==> src/rtl/chroma_qmod_pkg.sv <==
package chroma_qmod_pkg;
  localparam int PH_W    = 10;            // lookup address bits
  localparam int QW_BITS = PH_W - 2;      // quarter-wave index bits
  localparam int QW_N    = 1 << QW_BITS;
  localparam int AMP_W   = 9;             // magnitude bits
  localparam int AMP_MAX = (1 << AMP_W) - 1;
  localparam int TRIG_W  = AMP_W + 1;     // signed sine/cosine width

  // Rational sine approximation over the first quarter wave,
  // sampled at bin centres (k + 0.5) of a half wave of 2*QW_N bins.
  function automatic logic [AMP_W-1:0] qw_amp(input int k);
    longint a, p, num, den;
    a   = 2 * longint'(k) + 1;
    p   = a * (4 * QW_N - a);
    num = 16 * longint'(AMP_MAX) * p;
    den = 5 * (16 * longint'(QW_N) * longint'(QW_N)) - 4 * p;
    return AMP_W'(num / den);
  endfunction
endpackage

==> src/rtl/cq_phase_acc.sv <==
module cq_phase_acc #(
  parameter int ACC_W = 32,
  parameter int PH_W  = 10
) (
  input  logic             clk,
  input  logic             rst_n,
  input  logic             pix_en,
  input  logic             line_start,
  input  logic             pal_mode,
  input  logic             line_reset,
  input  logic [ACC_W-1:0] freq_inc,
  input  logic [PH_W-1:0]  phase_ofs,
  output logic [ACC_W-1:0] acc_q,
  output logic [PH_W-1:0]  ofs_q,
  output logic             alt_q
);
  always_ff @(posedge clk) begin
    if (!rst_n) begin
      acc_q <= '0;
      ofs_q <= '0;
      alt_q <= 1'b0;
    end else begin
      if (line_start && line_reset) acc_q <= '0;
      else if (pix_en)              acc_q <= acc_q + freq_inc;
      if (line_start) begin
        ofs_q <= phase_ofs;
        alt_q <= pal_mode ? ~alt_q : 1'b0;
      end
    end
  end
endmodule

==> src/rtl/cq_sine_lut.sv <==
module cq_sine_lut
  import chroma_qmod_pkg::*;
(
  input  logic [PH_W-1:0]          addr,
  output logic signed [TRIG_W-1:0] val
);
  logic [AMP_W-1:0]   rom [QW_N];
  logic [QW_BITS-1:0] idx;
  logic [AMP_W-1:0]   mag;

  for (genvar gi = 0; gi < QW_N; gi++) begin : g_rom
    assign rom[gi] = qw_amp(gi);
  end

  // second and fourth quadrants read the table backwards
  assign idx = addr[PH_W-2] ? ~addr[QW_BITS-1:0] : addr[QW_BITS-1:0];
  assign mag = rom[idx];
  assign val = addr[PH_W-1] ? -$signed({1'b0, mag}) : $signed({1'b0, mag});
endmodule

==> src/rtl/cq_mixer.sv <==
module cq_mixer #(
  parameter int IN_W   = 8,
  parameter int TRIG_W = 10,
  parameter int OUT_W  = 10,
  parameter int SHIFT  = 7,
  parameter int SUM_W  = IN_W + TRIG_W + 2
) (
  input  logic signed [IN_W-1:0]   cb,
  input  logic signed [IN_W:0]     cr,
  input  logic signed [TRIG_W-1:0] sin_v,
  input  logic signed [TRIG_W-1:0] cos_v,
  output logic signed [SUM_W-1:0]  sum_rnd,
  output logic signed [OUT_W-1:0]  y
);
  localparam logic signed [SUM_W-1:0] HALF  = SUM_W'(1) <<< (SHIFT - 1);
  localparam logic signed [SUM_W-1:0] Y_MAX = SUM_W'((1 << (OUT_W - 1)) - 1);
  localparam logic signed [SUM_W-1:0] Y_MIN = -SUM_W'(1 << (OUT_W - 1));

  logic signed [SUM_W-1:0] term_u, term_v;

  assign term_u  = SUM_W'(cb) * SUM_W'(sin_v);
  assign term_v  = SUM_W'(cr) * SUM_W'(cos_v);
  assign sum_rnd = (term_u + term_v + HALF) >>> SHIFT;

  always_comb begin
    if (sum_rnd > Y_MAX)      y = Y_MAX[OUT_W-1:0];
    else if (sum_rnd < Y_MIN) y = Y_MIN[OUT_W-1:0];
    else                      y = sum_rnd[OUT_W-1:0];
  end
endmodule

==> src/rtl/chroma_qmod.sv <==
module chroma_qmod
  import chroma_qmod_pkg::*;
#(
  parameter int ACC_W     = 32,
  parameter int IN_W      = 8,
  parameter int OUT_W     = 10,
  parameter int SHIFT     = 7,
  parameter int BURST_AMP = 48
) (
  input  logic                    clk,
  input  logic                    rst_n,
  input  logic                    pix_en,
  input  logic                    line_start,
  input  logic                    pal_mode,
  input  logic                    line_reset,
  input  logic [ACC_W-1:0]        freq_inc,
  input  logic [PH_W-1:0]         phase_ofs,
  input  logic                    burst_gate,
  input  logic signed [IN_W-1:0]  cb_in,
  input  logic signed [IN_W-1:0]  cr_in,
  output logic signed [OUT_W-1:0] chroma_out,
  output logic                    chroma_vld
);
  localparam int SUM_W = IN_W + TRIG_W + 2;
  localparam logic [PH_W-1:0] QUARTER = PH_W'(1 << (PH_W - 2));

  logic [ACC_W-1:0] acc_q;
  logic [PH_W-1:0]  ofs_q;
  logic             alt_q;
  logic [PH_W-1:0]  sin_addr, cos_addr;
  logic signed [TRIG_W-1:0] sin_v, cos_v;
  logic signed [IN_W-1:0]   cb_sel;
  logic signed [IN_W:0]     cr_sel, cr_eff;
  logic             cr_flip;
  logic signed [SUM_W-1:0]  sum_rnd;
  logic signed [OUT_W-1:0]  y_next;

  cq_phase_acc #(.ACC_W(ACC_W), .PH_W(PH_W)) u_acc (
    .clk(clk), .rst_n(rst_n), .pix_en(pix_en), .line_start(line_start),
    .pal_mode(pal_mode), .line_reset(line_reset), .freq_inc(freq_inc),
    .phase_ofs(phase_ofs), .acc_q(acc_q), .ofs_q(ofs_q), .alt_q(alt_q)
  );

  assign sin_addr = acc_q[ACC_W-1 -: PH_W] + ofs_q;
  assign cos_addr = sin_addr + QUARTER;

  cq_sine_lut u_sin (.addr(sin_addr), .val(sin_v));
  cq_sine_lut u_cos (.addr(cos_addr), .val(cos_v));

  assign cb_sel  = burst_gate ? -IN_W'(BURST_AMP) : cb_in;
  assign cr_sel  = burst_gate ? (pal_mode ? (IN_W+1)'(BURST_AMP) : '0)
                              : (IN_W+1)'(cr_in);
  assign cr_flip = pal_mode && alt_q;
  assign cr_eff  = cr_flip ? -cr_sel : cr_sel;

  cq_mixer #(.IN_W(IN_W), .TRIG_W(TRIG_W), .OUT_W(OUT_W), .SHIFT(SHIFT),
             .SUM_W(SUM_W)) u_mix (
    .cb(cb_sel), .cr(cr_eff), .sin_v(sin_v), .cos_v(cos_v),
    .sum_rnd(sum_rnd), .y(y_next)
  );

  always_ff @(posedge clk) begin
    if (!rst_n) begin
      chroma_out <= '0;
      chroma_vld <= 1'b0;
    end else begin
      chroma_vld <= pix_en;
      if (pix_en) chroma_out <= y_next;
    end
  end
endmodule

==> config.mk <==
export PLATFORM = sky130hd
export DESIGN_NAME = chroma_qmod
export DESIGN_NICKNAME = d
export VERILOG_FILES = /design/src/rtl/chroma_qmod_pkg.sv /design/src/rtl/cq_phase_acc.sv /design/src/rtl/cq_sine_lut.sv /design/src/rtl/cq_mixer.sv /design/src/rtl/chroma_qmod.sv
export SDC_FILE = /design/constraint.sdc
export NUM_CORES = 1
export LEC_CHECK = 0
export BUFFER_PORTS_ARGS = -buffer_cell sky130_fd_sc_hd__buf_4
export CORE_MARGIN = 2
export CORE_UTILIZATION = 40
export DETAILED_ROUTE_END_ITERATION = 10
export HOLD_SLACK_MARGIN = 0.15
export PLACE_DENSITY = 0.6
export SYNTH_ARGS = -nofsm -noshare
export SYNTH_HDL_FRONTEND = slang
export SYNTH_SLANG_ARGS = --single-unit
==> constraint.sdc <==
create_clock -name clk -period 36.5 [get_ports clk]
set_input_delay 7.3 -clock clk [delete_from_list [all_inputs] [get_ports clk]]
set_output_delay 7.3 -clock clk [all_outputs]
set_load 0.01 [all_outputs]
==> qor.csv <==
metric,value,unit
count of TritonRoute iterations in the first routing pass,6,
count of instances resized after the clock tree is built,0,
final WL,56.8,mm
Post-Synthesis Cells,2162,
DRT antenna net count,0,
remaining design rule violation count,0,
DIE WIDTH,207,um
clock transition at the register clock pins on the worst setup and hold paths after CTS,80,ps
number of DRC violations after detailed-routing iteration 0,1536,
Finish-stage setup viols,0,
average instance area after synthesis,7.62,sq um
Slew headroom,11.0,%
std cell rows,74,
outcome,"finished, final reports clean",
insertion delay to the later sink of the worst-skew pair,310,ps
TNS Setup,0,ps
number of nets produced by synthesis,2550,
number of register bits inferred by synthesis,54,
"Distinct cells, synth",98,
Max Root-Sink Buffers,2,
"Largest stage delay, worst path",1020,ps
final worst slack,19630,ps
area fraction of the dominant cell type after synthesis,17.8,%
Die Ht,207,um
Worst Hold Slack,501,ps
ANT cells,0,
count of input and output buffers,75,
# nets final,2557,
placed instance area,17600,sq um
fin crit share,46.2,%
"EDFF count, synth",0,
"Cell Area, Synth",16500,sq um
maxcap violations,0,
fmax,59.3,MHz
dominant cell type by area after synthesis,sky130_fd_sc_hd__fa_1,
share of synthesized area occupied by flip-flops and latches,6.57,%
worst setup timing slack at the placement stage,19320,ps
largest driver fanout on the critical path,24,
number of antenna violations at the first check in global routing,0,
final clock skew,16.4,ps
area of the die,42800,sq um
wire length of the first global-routing pass,89.4,mm
"Top cell by count, worst path",sky130_fd_sc_hd__inv_1,
required time worst endpoint,36680,ps
TritonCTS clock tree,yes,
number of failing hold endpoints at the final stage,0,
fin. max-slew vios,0,
category of the most critical setup path,input pin to flop,
crit path capture type,flop,
Detailed Place HPWL,42.7,mm
Overall Global Routing Usage,26.6,%
setup repair after global routing missed its margin,false,
average wire length per cell after detail routing,21.0,um
Worst path top cell family by delay,adder cells,
critical path's slowest cell,sky130_fd_sc_hd__nor3_1,
vias in the first global route,15928,
total clock buffers created by CTS,5,
final-layout fill cell count,4181,
average via count per standard cell,6.09,
number of warnings reported in the yosys synthesis log,0,
most repeated cell in the gate-level netlist after synthesis,sky130_fd_sc_hd__nor2_1,
final cell area excluding filler cells,17700,sq um
share of final-layout standard cells stronger than drive strength 1,9.04,%
transition time at the pin with the least slew margin,1320,ps
I/O pins,76,
most frequent cells after synthesis,"246 x sky130_fd_sc_hd__nor2_1, 211 x sky130_fd_sc_hd__inv_1, 177 x sky130_fd_sc_hd__ha_1",
pin count of the biggest net entering global routing,56,
kind of path behind the tightest hold check,flop to flop,
post-CTS repair timing setup buffer count,0,
Synth area leaders,"sky130_fd_sc_hd__fa_1 18%, sky130_fd_sc_hd__ha_1 13%, sky130_fd_sc_hd__dfxtp_1 6.6%",
time the final worst path needs with I/O delays and setup,16870,ps
GR Overflow Total,0,
CP bufs+invs,7,
routability congestion estimate from global placement,1.02,
area growth from synthesis to layout,7.67,%
Root Driver,sky130_fd_sc_hd__clkbuf_16,
number of clock sinks,54,
CTS H-tree depth,2,
DR vias,16441,
most frequently used flop master after synthesis,sky130_fd_sc_hd__dfxtp_1,
fraction of registers with async set or reset after synthesis,0,%
Arrival @ worst endpoint,17050,ps
CTS hold repair buffers,0,
standard cell core area,40700,sq um
initial core utilization,40.4,%
element type at the critical path start,input pin,
metal layers:
layer | routed length, um | track usage, %
met4 | 2650 | 11.8
met2 | 25700 | 42.9
met3 | 4640 | 4.33
met1 | 23800 | 35.0
met5 | 0 | 0
worst min-delay path, cell delays in order (launching register included):
cell	delay [ps]
sky130_fd_sc_hd__dfxtp_1	330
sky130_fd_sc_hd__mux2i_1	70
sky130_fd_sc_hd__nor2_1	70
final cells by class:
| type | count | area (sq um) | area share [%] |
|---|---|---|---|
| Clock inverter | 2 | 13.8 | 0.0776 |
| Clock buffer | 5 | 125 | 0.706 |
| Multi-Input combinational cell | 1782 | 14200 | 80.0 |
| Timing Repair Buffer | 114 | 856 | 4.83 |
| Sequential cell | 54 | 1080 | 6.10 |
| Inverter | 212 | 796 | 4.49 |
| Tap cell | 532 | 666 | 3.75 |
sequential cells by signal, summed over array words and instances (netlist names):
signal / cells
chroma_out: 10
u_acc.ofs_q: 10
chroma_vld: 1
u_acc.acc_q: 32
u_acc.alt_q: 1
metrics by stage:
stage,util (%),cells
6_report,43.5,2701
5_1_grt,43.5,2701
4_1_cts,43.5,2701
3_5_place_dp,43.2,2694
3_3_place_gp,43.2,2694
2_1_floorplan,-,2162
kinds of logic after synthesis:
logic type / synth area share, %
muxes: 2.57
buffers and inverters: 7.72
DFF: 6.57
AOI/OAI and AO/OA: 26.2
xor gates and xnor gates: 6.73
adders and majority gates: 31.2
and+or+nand+nor: 19.0
cell usage in the layout, fill, tap and decap left out, types with 11 or more instances in the layout:
master and count:
sky130_fd_sc_hd__nor4_1 11, sky130_fd_sc_hd__ha_1 177, sky130_fd_sc_hd__o21bai_1 17, sky130_fd_sc_hd__o21ai_0 129, sky130_fd_sc_hd__a221oi_1 13, sky130_fd_sc_hd__a31oi_1 30, sky130_fd_sc_hd__inv_1 211, sky130_fd_sc_hd__buf_4 114
sky130_fd_sc_hd__xnor2_1 73, sky130_fd_sc_hd__nor3_1 39, sky130_fd_sc_hd__o21a_1 12, sky130_fd_sc_hd__o31ai_1 15, sky130_fd_sc_hd__o22ai_1 21, sky130_fd_sc_hd__o211ai_1 24, sky130_fd_sc_hd__nor2b_1 39, sky130_fd_sc_hd__nand3_1 43
sky130_fd_sc_hd__fa_1 146, sky130_fd_sc_hd__o221ai_1 20, sky130_fd_sc_hd__xor2_1 36, sky130_fd_sc_hd__dfxtp_1 54, sky130_fd_sc_hd__nor2_1 245, sky130_fd_sc_hd__a21oi_1 149, sky130_fd_sc_hd__a21o_1 14, sky130_fd_sc_hd__a22oi_1 11
sky130_fd_sc_hd__a211oi_1 23, sky130_fd_sc_hd__nand2b_1 36, sky130_fd_sc_hd__or2_2 21, sky130_fd_sc_hd__and2_1 22, sky130_fd_sc_hd__or3_1 13, sky130_fd_sc_hd__nand2_1 157, sky130_fd_sc_hd__mux2i_1 38
final timing paths:
path                                       from              to  slack [ps]  depth (start not counted)
worst min register to register   u_acc.acc_q[8]  u_acc.acc_q[8]         500                          2
worst max-delay path                 burst_gate   chroma_out[5]       19630                         38
worst min-delay path             u_acc.acc_q[8]  u_acc.acc_q[8]         500                          2
worst max register to register  u_acc.acc_q[22]   chroma_out[5]       20750                         53
Power is not shown: default switching activity piles up to over one toggle a cycle in this logic, so the estimate is an artifact.
